$ cat config.mk
export PLATFORM = sky130hd
export DESIGN_NAME = evt_timer_ctrl
export DESIGN_NICKNAME = d
export VERILOG_FILES = /design/src/rtl/evt_tmr_pkg.sv /design/src/rtl/evt_sync.sv /design/src/rtl/evt_decode.sv /design/src/rtl/evt_core.sv /design/src/rtl/evt_timer_ctrl.sv
export SDC_FILE = /design/constraint.sdc
export NUM_CORES = 1
export LEC_CHECK = 0
export CORE_MARGIN = 3
export CORE_UTILIZATION = 44
export DETAILED_ROUTE_END_ITERATION = 7
export GPL_TIMING_DRIVEN = 0
export HOLD_SLACK_MARGIN = 0.05
export PLACE_DENSITY = 0.9
export REMOVE_ABC_BUFFERS = 1
export SLEW_MARGIN = 10
export SYNTH_ARGS = -nofsm -noshare
export SYNTH_HDL_FRONTEND = slang
export SYNTH_SLANG_ARGS = --single-unit
$ cat constraint.sdc
create_clock -name clk -period 5.1 [get_ports clk]
set_input_delay 1.02 -clock clk [delete_from_list [all_inputs] [get_ports clk]]
set_output_delay 1.02 -clock clk [all_outputs]
set_load 0.005 [all_outputs]
$ cat src/rtl/evt_tmr_pkg.sv
package evt_tmr_pkg;
    localparam int N_EXT   = 4;
    localparam int N_QUAL  = 8;
    localparam int N_INT   = 8;
    localparam int N_EVT   = 2 * N_EXT + N_QUAL + N_INT;
    localparam int N_RAW   = N_EXT + 2 + N_INT;
    // positions in the raw (synchronized) input vector
    localparam int RAW_PA  = N_EXT;
    localparam int RAW_PB  = N_EXT + 1;
    localparam int RAW_INT = N_EXT + 2;
    // positions in the event vector
    localparam int EV_PA   = 2 * N_EXT;
    localparam int EV_PB   = EV_PA + 4;
    localparam int EV_INT  = EV_PA + N_QUAL;

    typedef logic [N_EVT-1:0] evt_vec_t;
endpackage

$ cat src/rtl/evt_sync.sv
module evt_sync #(
    parameter int W = 14
) (
    input  logic         clk,
    input  logic         rst_n,
    input  logic [W-1:0] raw_i,
    output logic [W-1:0] cur_o,
    output logic [W-1:0] prev_o
);
    typedef struct packed {
        logic [W-1:0] meta;
        logic [W-1:0] cur;
        logic [W-1:0] prev;
    } sync_t;

    sync_t st_d, st_q;

    always_comb begin
        st_d.meta = raw_i;
        st_d.cur  = st_q.meta;
        st_d.prev = st_q.cur;
    end

    always_ff @(posedge clk or negedge rst_n) begin
        if (!rst_n) st_q <= '0;
        else        st_q <= st_d;
    end

    assign cur_o  = st_q.cur;
    assign prev_o = st_q.prev;
endmodule

$ cat src/rtl/evt_decode.sv
module evt_decode
    import evt_tmr_pkg::*;
(
    input  logic             clk,
    input  logic             rst_n,
    input  logic [N_RAW-1:0] cur_i,
    input  logic [N_RAW-1:0] prev_i,
    output evt_vec_t         evt_o
);
    logic a_rise, a_fall, b_rise, b_fall, a_lvl, b_lvl;

    always_comb begin
        a_rise = cur_i[RAW_PA] & ~prev_i[RAW_PA];
        a_fall = ~cur_i[RAW_PA] & prev_i[RAW_PA];
        b_rise = cur_i[RAW_PB] & ~prev_i[RAW_PB];
        b_fall = ~cur_i[RAW_PB] & prev_i[RAW_PB];
        // qualifying level is the previous sample of the other pin
        a_lvl  = prev_i[RAW_PA];
        b_lvl  = prev_i[RAW_PB];
    end

    for (genvar k = 0; k < N_EXT; k++) begin : g_ext
        assign evt_o[2*k]   = cur_i[k] & ~prev_i[k];
        assign evt_o[2*k+1] = ~cur_i[k] & prev_i[k];
    end

    assign evt_o[EV_PA+0] = a_rise & ~b_lvl;
    assign evt_o[EV_PA+1] = a_rise &  b_lvl;
    assign evt_o[EV_PA+2] = a_fall & ~b_lvl;
    assign evt_o[EV_PA+3] = a_fall &  b_lvl;
    assign evt_o[EV_PB+0] = b_rise & ~a_lvl;
    assign evt_o[EV_PB+1] = b_rise &  a_lvl;
    assign evt_o[EV_PB+2] = b_fall & ~a_lvl;
    assign evt_o[EV_PB+3] = b_fall &  a_lvl;

    for (genvar k = 0; k < N_INT; k++) begin : g_int
        assign evt_o[EV_INT+k] = cur_i[RAW_INT+k] & ~prev_i[RAW_INT+k];
    end

    // the four pin-A conditions exclude one another
    a_r8_pin_a_excl: assert property (@(posedge clk) disable iff (!rst_n)
        $onehot0(evt_o[EV_PA+3:EV_PA]));
    // the four pin-B conditions exclude one another
    a_r9_pin_b_excl: assert property (@(posedge clk) disable iff (!rst_n)
        $onehot0(evt_o[EV_PB+3:EV_PB]));
endmodule

$ cat src/rtl/evt_core.sv
module evt_core
    import evt_tmr_pkg::*;
#(
    parameter int CNT_W = 16
) (
    input  logic             clk,
    input  logic             rst_n,
    input  evt_vec_t         evt_i,
    input  evt_vec_t         start_mask_i,
    input  evt_vec_t         stop_mask_i,
    input  evt_vec_t         clear_mask_i,
    input  evt_vec_t         cap_a_mask_i,
    input  evt_vec_t         cap_b_mask_i,
    input  evt_vec_t         up_mask_i,
    input  evt_vec_t         down_mask_i,
    output logic [CNT_W-1:0] count_o,
    output logic             running_o,
    output logic [CNT_W-1:0] cap_a_o,
    output logic [CNT_W-1:0] cap_b_o,
    output logic             cap_a_flag_o,
    output logic             cap_b_flag_o
);
    typedef struct packed {
        logic [CNT_W-1:0] cnt;
        logic [CNT_W-1:0] cap_a;
        logic [CNT_W-1:0] cap_b;
        logic             run;
        logic             flag_a;
        logic             flag_b;
    } core_t;

    core_t st_d, st_q;
    logic  start_hit, stop_hit, clr_hit, capa_hit, capb_hit, up_hit, dn_hit;
    logic  clk_mode;

    always_comb begin
        start_hit = |(evt_i & start_mask_i);
        stop_hit  = |(evt_i & stop_mask_i);
        clr_hit   = |(evt_i & clear_mask_i);
        capa_hit  = |(evt_i & cap_a_mask_i);
        capb_hit  = |(evt_i & cap_b_mask_i);
        up_hit    = |(evt_i & up_mask_i);
        dn_hit    = |(evt_i & down_mask_i);
        clk_mode  = (up_mask_i == '0) && (down_mask_i == '0);

        st_d        = st_q;
        st_d.flag_a = 1'b0;
        st_d.flag_b = 1'b0;
        if (capa_hit) begin
            st_d.cap_a  = st_q.cnt;
            st_d.flag_a = 1'b1;
        end
        if (capb_hit) begin
            st_d.cap_b  = st_q.cnt;
            st_d.flag_b = 1'b1;
        end
        if (st_q.run) begin
            if (clk_mode)               st_d.cnt = st_q.cnt + 1'b1;
            else if (up_hit && !dn_hit) st_d.cnt = st_q.cnt + 1'b1;
            else if (dn_hit && !up_hit) st_d.cnt = st_q.cnt - 1'b1;
        end
        if (clr_hit)        st_d.cnt = '0;
        if (stop_hit)       st_d.run = 1'b0;
        else if (start_hit) st_d.run = 1'b1;
    end

    always_ff @(posedge clk or negedge rst_n) begin
        if (!rst_n) st_q <= '0;
        else        st_q <= st_d;
    end

    assign count_o      = st_q.cnt;
    assign running_o    = st_q.run;
    assign cap_a_o      = st_q.cap_a;
    assign cap_b_o      = st_q.cap_b;
    assign cap_a_flag_o = st_q.flag_a;
    assign cap_b_flag_o = st_q.flag_b;

    a_r3_clear_zero: assert property (@(posedge clk) disable iff (!rst_n)
        clr_hit |=> (count_o == '0));
    a_r2_stop_wins: assert property (@(posedge clk) disable iff (!rst_n)
        stop_hit |=> !running_o);
    a_r2_start_runs: assert property (@(posedge clk) disable iff (!rst_n)
        (start_hit && !stop_hit) |=> running_o);
    a_r6_cap_a_value: assert property (@(posedge clk) disable iff (!rst_n)
        capa_hit |=> (cap_a_flag_o && cap_a_o == $past(count_o)));
    a_r6_cap_b_value: assert property (@(posedge clk) disable iff (!rst_n)
        capb_hit |=> (cap_b_flag_o && cap_b_o == $past(count_o)));
    a_r4_free_step: assert property (@(posedge clk) disable iff (!rst_n)
        (running_o && clk_mode && !clr_hit) |=> (count_o == CNT_W'($past(count_o) + 1'b1)));
    a_r5_cancel: assert property (@(posedge clk) disable iff (!rst_n)
        (!clk_mode && up_hit && dn_hit && !clr_hit) |=> $stable(count_o));
    a_r5_idle_hold: assert property (@(posedge clk) disable iff (!rst_n)
        (!running_o && !clr_hit) |=> $stable(count_o));
endmodule

$ cat src/rtl/evt_timer_ctrl.sv
module evt_timer_ctrl
    import evt_tmr_pkg::*;
#(
    parameter int CNT_W = 16
) (
    input  logic             clk,
    input  logic             rst_n,
    input  logic [3:0]       ext_trig_i,
    input  logic             pin_a_i,
    input  logic             pin_b_i,
    input  logic [7:0]       int_evt_i,
    input  logic [23:0]      start_mask_i,
    input  logic [23:0]      stop_mask_i,
    input  logic [23:0]      clear_mask_i,
    input  logic [23:0]      cap_a_mask_i,
    input  logic [23:0]      cap_b_mask_i,
    input  logic [23:0]      up_mask_i,
    input  logic [23:0]      down_mask_i,
    output logic [CNT_W-1:0] count_o,
    output logic             running_o,
    output logic [CNT_W-1:0] cap_a_o,
    output logic [CNT_W-1:0] cap_b_o,
    output logic             cap_a_flag_o,
    output logic             cap_b_flag_o
);
    logic [N_RAW-1:0] raw, cur, prev;
    evt_vec_t         evt;

    assign raw = {int_evt_i, pin_b_i, pin_a_i, ext_trig_i};

    evt_sync #(.W(N_RAW)) u_sync (
        .clk(clk), .rst_n(rst_n), .raw_i(raw), .cur_o(cur), .prev_o(prev)
    );

    evt_decode u_dec (
        .clk(clk), .rst_n(rst_n), .cur_i(cur), .prev_i(prev), .evt_o(evt)
    );

    evt_core #(.CNT_W(CNT_W)) u_core (
        .clk(clk), .rst_n(rst_n), .evt_i(evt),
        .start_mask_i(start_mask_i), .stop_mask_i(stop_mask_i),
        .clear_mask_i(clear_mask_i), .cap_a_mask_i(cap_a_mask_i),
        .cap_b_mask_i(cap_b_mask_i), .up_mask_i(up_mask_i),
        .down_mask_i(down_mask_i),
        .count_o(count_o), .running_o(running_o),
        .cap_a_o(cap_a_o), .cap_b_o(cap_b_o),
        .cap_a_flag_o(cap_a_flag_o), .cap_b_flag_o(cap_b_flag_o)
    );
endmodule

==> impl_metrics.env <==
export IMPL_drive_gt1_share_pct=10.1
export IMPL_drt_vias_per_instance=6.29
export IMPL_peakVddDrop_mv=0.170
export IMPL_dr_pass1_iters=6
export IMPL_worst_pin_slew_ps=982
export IMPL_gp_congestion=1.01
export IMPL_synth_fa_ha_area_share_pct=0.779
export IMPL_postCtsSetupBuffers=0
export IMPL_grt_overflow=0
export IMPL_sw_frac_of_total_pct=26.4
export IMPL_path_clk_slew_ps=90
export IMPL_postCtsHoldBufs=0
export IMPL_drc=0
export IMPL_yosysUniqueCellTypes=51
export IMPL_die_x_um=111
export IMPL_fin_crit_ps=3950
export IMPL_p_seq_share_pct=50.1
export IMPL_rr_endpoint="u_core.count_o[8]$_DFFE_PN0P_"
export IMPL_netlist_area_um2=4820
export IMPL_cts_resized=0
export IMPL_areaGrowthSynthToFinish_pct=54.4
export IMPL_yosys_area_share_simple_pct=17.8
export IMPL_finalWirelength_um=19000
export IMPL_rsz0062_at_grt="false"
export IMPL_num_rows=37
export IMPL_cts_tree="done"
export IMPL_max_cap_violations=0
export IMPL_finalCritPeriodShare_pct=77.4
export IMPL_initial_core_util_pct=46.0
export IMPL_cts_buffer_depth=2
export IMPL_power_density_nw_per_um2=207
export IMPL_synth_edf_count=0
export IMPL_cp_buffers_inverters=1
export IMPL_grt_pass1_wl_um=28900
export IMPL_numCtsBuffers=9
export IMPL_nNetsFinal=846
export IMPL_grt_pass1_vias=5157
export IMPL_crit_type="reg -> reg"
export IMPL_final_common_cell="clkdlybuf4s50_1"
export IMPL_intPower_mw=1.13
export IMPL_dieHeight_um=111
export IMPL_synth_compound_gate_area_share_pct=19.3
export IMPL_hp_class="reg -> reg"
export IMPL_synth_mux_area_share_pct=11.1
export IMPL_cp_depth=11
export IMPL_startpoint_type="register"
export IMPL_final_util_pct=71.1
export IMPL_synth_top_flop_cell="dfrtp_1"
export IMPL_yosysSeqAreaShare_pct=48.3
export IMPL_io_buffers=234
export IMPL_r2r_start="u_sync.prev_o[5]$_DFF_PN0_"
export IMPL_cts_root_buf="clkbuf_8"
export IMPL_slowest_stage="nor2b_1"
export IMPL_critical_path_max_stage_delay_ps=860
export IMPL_skew_ps=11.6
export IMPL_crit_fanout=19
export IMPL_slew_violations=0
export IMPL_dpl_hpwl_um=14600
export IMPL_finalPower_mw=1.54
export IMPL_cp_top_family="simple AND/OR/NAND/NOR gates"
export IMPL_async_flop_share_pct=100
export IMPL_cp_startpoint="u_sync.prev_o[5]$_DFF_PN0_"
export IMPL_crit_arrival_ps=4230
export IMPL_comb_power_share_pct=20.1
export IMPL_end_kind="register"
export IMPL_io_pins=235
export IMPL_hold_viol=0
export IMPL_relSlewSlack_pct=34.4
export IMPL_r2r_cells=11
export IMPL_drtAntennaViolNets=0
export IMPL_grt_max_degree=59
export IMPL_antennaDiodeCount=0
export IMPL_finalSetupViolCount=0
export IMPL_crit_chain="nor2b_1 > a22oi_1 > o211ai_1 > nor3_1 > o2111ai_1 > ha_1 > inv_1 > o31ai_4 > mux2_2 > or3_1 > a21oi_1"
export IMPL_clock_fmax_ghz=0.253
export IMPL_status="finished clean"
export IMPL_synth_seq_cells=93
export IMPL_avgSynthCellArea_um2=11.1
export IMPL_routed_via_count=5034
export IMPL_r2r_slack_ps=1150
export IMPL_layout_common_cells="clkdlybuf4s50_1, dfrtp_1, mux2_2"
export IMPL_insertion_delay_ps=370
export IMPL_leakage_nw=3.04
export IMPL_p_sw_uw=407
export IMPL_core_area_um2=10500
export IMPL_drt_wirelength_per_cell_um=23.7
export IMPL_first_iter_violations=597
export IMPL_fp_dieArea_um2=12200
export IMPL_worstPathRequired_ps=5380
export IMPL_synth_cells=433
export IMPL_cp_endpoint="u_core.count_o[8]$_DFFE_PN0P_"
export IMPL_synth_top_family_by_area="compound AO/OA/AOI/OAI gates"
export IMPL_antenna_found_initial=0
export IMPL_synth_xor_area_share_pct=0.182
export IMPL_grt_usage_pct=30.1
export IMPL_htreeDepth=3
export IMPL_cts_sinks=93
export IMPL_synth_warnings=0
export IMPL_pwr_share_clk_pct=29.8
## how the worst min path moves through the flow
stage	start	end	cells after the start
3_5_place_dp	u_sync.st_d[19]$_DFF_PN0_	u_sync.cur_o[5]$_DFF_PN0_	0
4_1_cts	u_sync.st_d[16]$_DFF_PN0_	u_sync.cur_o[2]$_DFF_PN0_	0
6_report	u_sync.st_d[16]$_DFF_PN0_	u_sync.cur_o[2]$_DFF_PN0_	0
3_3_place_gp	u_sync.st_d[22]$_DFF_PN0_	u_sync.cur_o[8]$_DFF_PN0_	0
2_1_floorplan	u_sync.st_d[14]$_DFF_PN0_	u_sync.cur_o[0]$_DFF_PN0_	0
5_1_grt	u_sync.st_d[16]$_DFF_PN0_	u_sync.cur_o[2]$_DFF_PN0_	0
## kinds of logic after synthesis
logic type,Yosys count
simple gates,143
compound gates,118
flops,93
mux,48
buf+inv,27
fa+ha+maj,3
xor+xnor,1
## layout make-up
| cell class | count | area [µm²] |
|---|---|---|
| clock buffer | 10 | 138 |
| clock inverter | 6 | 45.0 |
| fill | 780 | 3020 |
| inverter | 7 | 26.3 |
| multi-input combinational | 313 | 2370 |
| sequential | 93 | 2330 |
| tap | 136 | 170 |
| timing repair buffer | 235 | 2370 |
## state kept, by name, summed over array words and instances, names as in the netlist
name / flops
u_core.cap_a_flag_o: 1
u_core.cap_a_o: 16
u_core.cap_b_flag_o: 1
u_core.cap_b_o: 16
u_core.count_o: 16
u_core.running_o: 1
u_sync.cur_o: 14
u_sync.prev_o: 14
u_sync.st_d: 14
## power by group through the flow
stage          clock, mW  sequential (mW)  combinational (mW)
2_1_floorplan          0            0.780              0.0972
3_3_place_gp           0            0.785               0.297
3_5_place_dp           0            0.786               0.303
4_1_cts            0.468            0.771               0.306
5_1_grt            0.497            0.774               0.327
6_report           0.460            0.771               0.309
## cells in the mapped netlist (all sizes together), types with 5 or more instances
master	instances	area [µm²]
mux2i	6	60.1
a32oi	9	78.8
or4	5	41.3
a221oi	18	158
nor3	11	55.1
clkbuf	11	41.3
nor4	15	93.8
a222oi	5	50.1
a22o	9	78.8
a22oi	30	225
nand4	9	62.6
and3	5	31.3
inv	6	22.5
o21ai	11	55.1
nor2b	20	125
dfrtp	93	2330
and3b	9	78.8
nand2	22	82.6
nand3	7	40.0
o211ai	5	37.5
nor2	14	52.6
mux2	42	473
a21oi	14	70.1
or3	16	110
buf	9	56.3
## per-layer routing
metal | GRT usage (%) | part of all wire, %
met3 | 7.23 | 9.7
met2 | 50.6 | 48
met1 | 36.2 | 37
met5 | 0 | 0
met4 | 14.3 | 5.1
## metrics by stage
| step | TNS (ps) | area (µm²) | hold WS, ps | std cells | worst slack (ps) |
|---|---|---|---|---|---|
| after floorplan | 0 | 4720 | 331 | 413 | 1860 |
| after global placement | -11420 | 7230 | 332 | 783 | -129 |
| after detailed placement | 0 | 7260 | 335 | 784 | 1030 |
| after CTS | 0 | 7440 | 351 | 800 | 1200 |
| after global routing | 0 | 7440 | 357 | 800 | 984 |
| final | 0 | 7440 | 351 | 800 | 1150 |
## worst register-to-register path, delay by kind of cell (launching register included)
| kind | cells | cell delay, ps |
|---|---|---|
| AND/OR/NAND/NOR | 3 | 1250 |
| multiplexers | 1 | 430 |
| AO/OA/AOI/OAI | 5 | 870 |
| buffers and inverters | 1 | 140 |
| adder cells (fa/ha/maj) | 1 | 330 |
| flip-flops | 1 | 850 |
(Power assumes the default switching activity.)
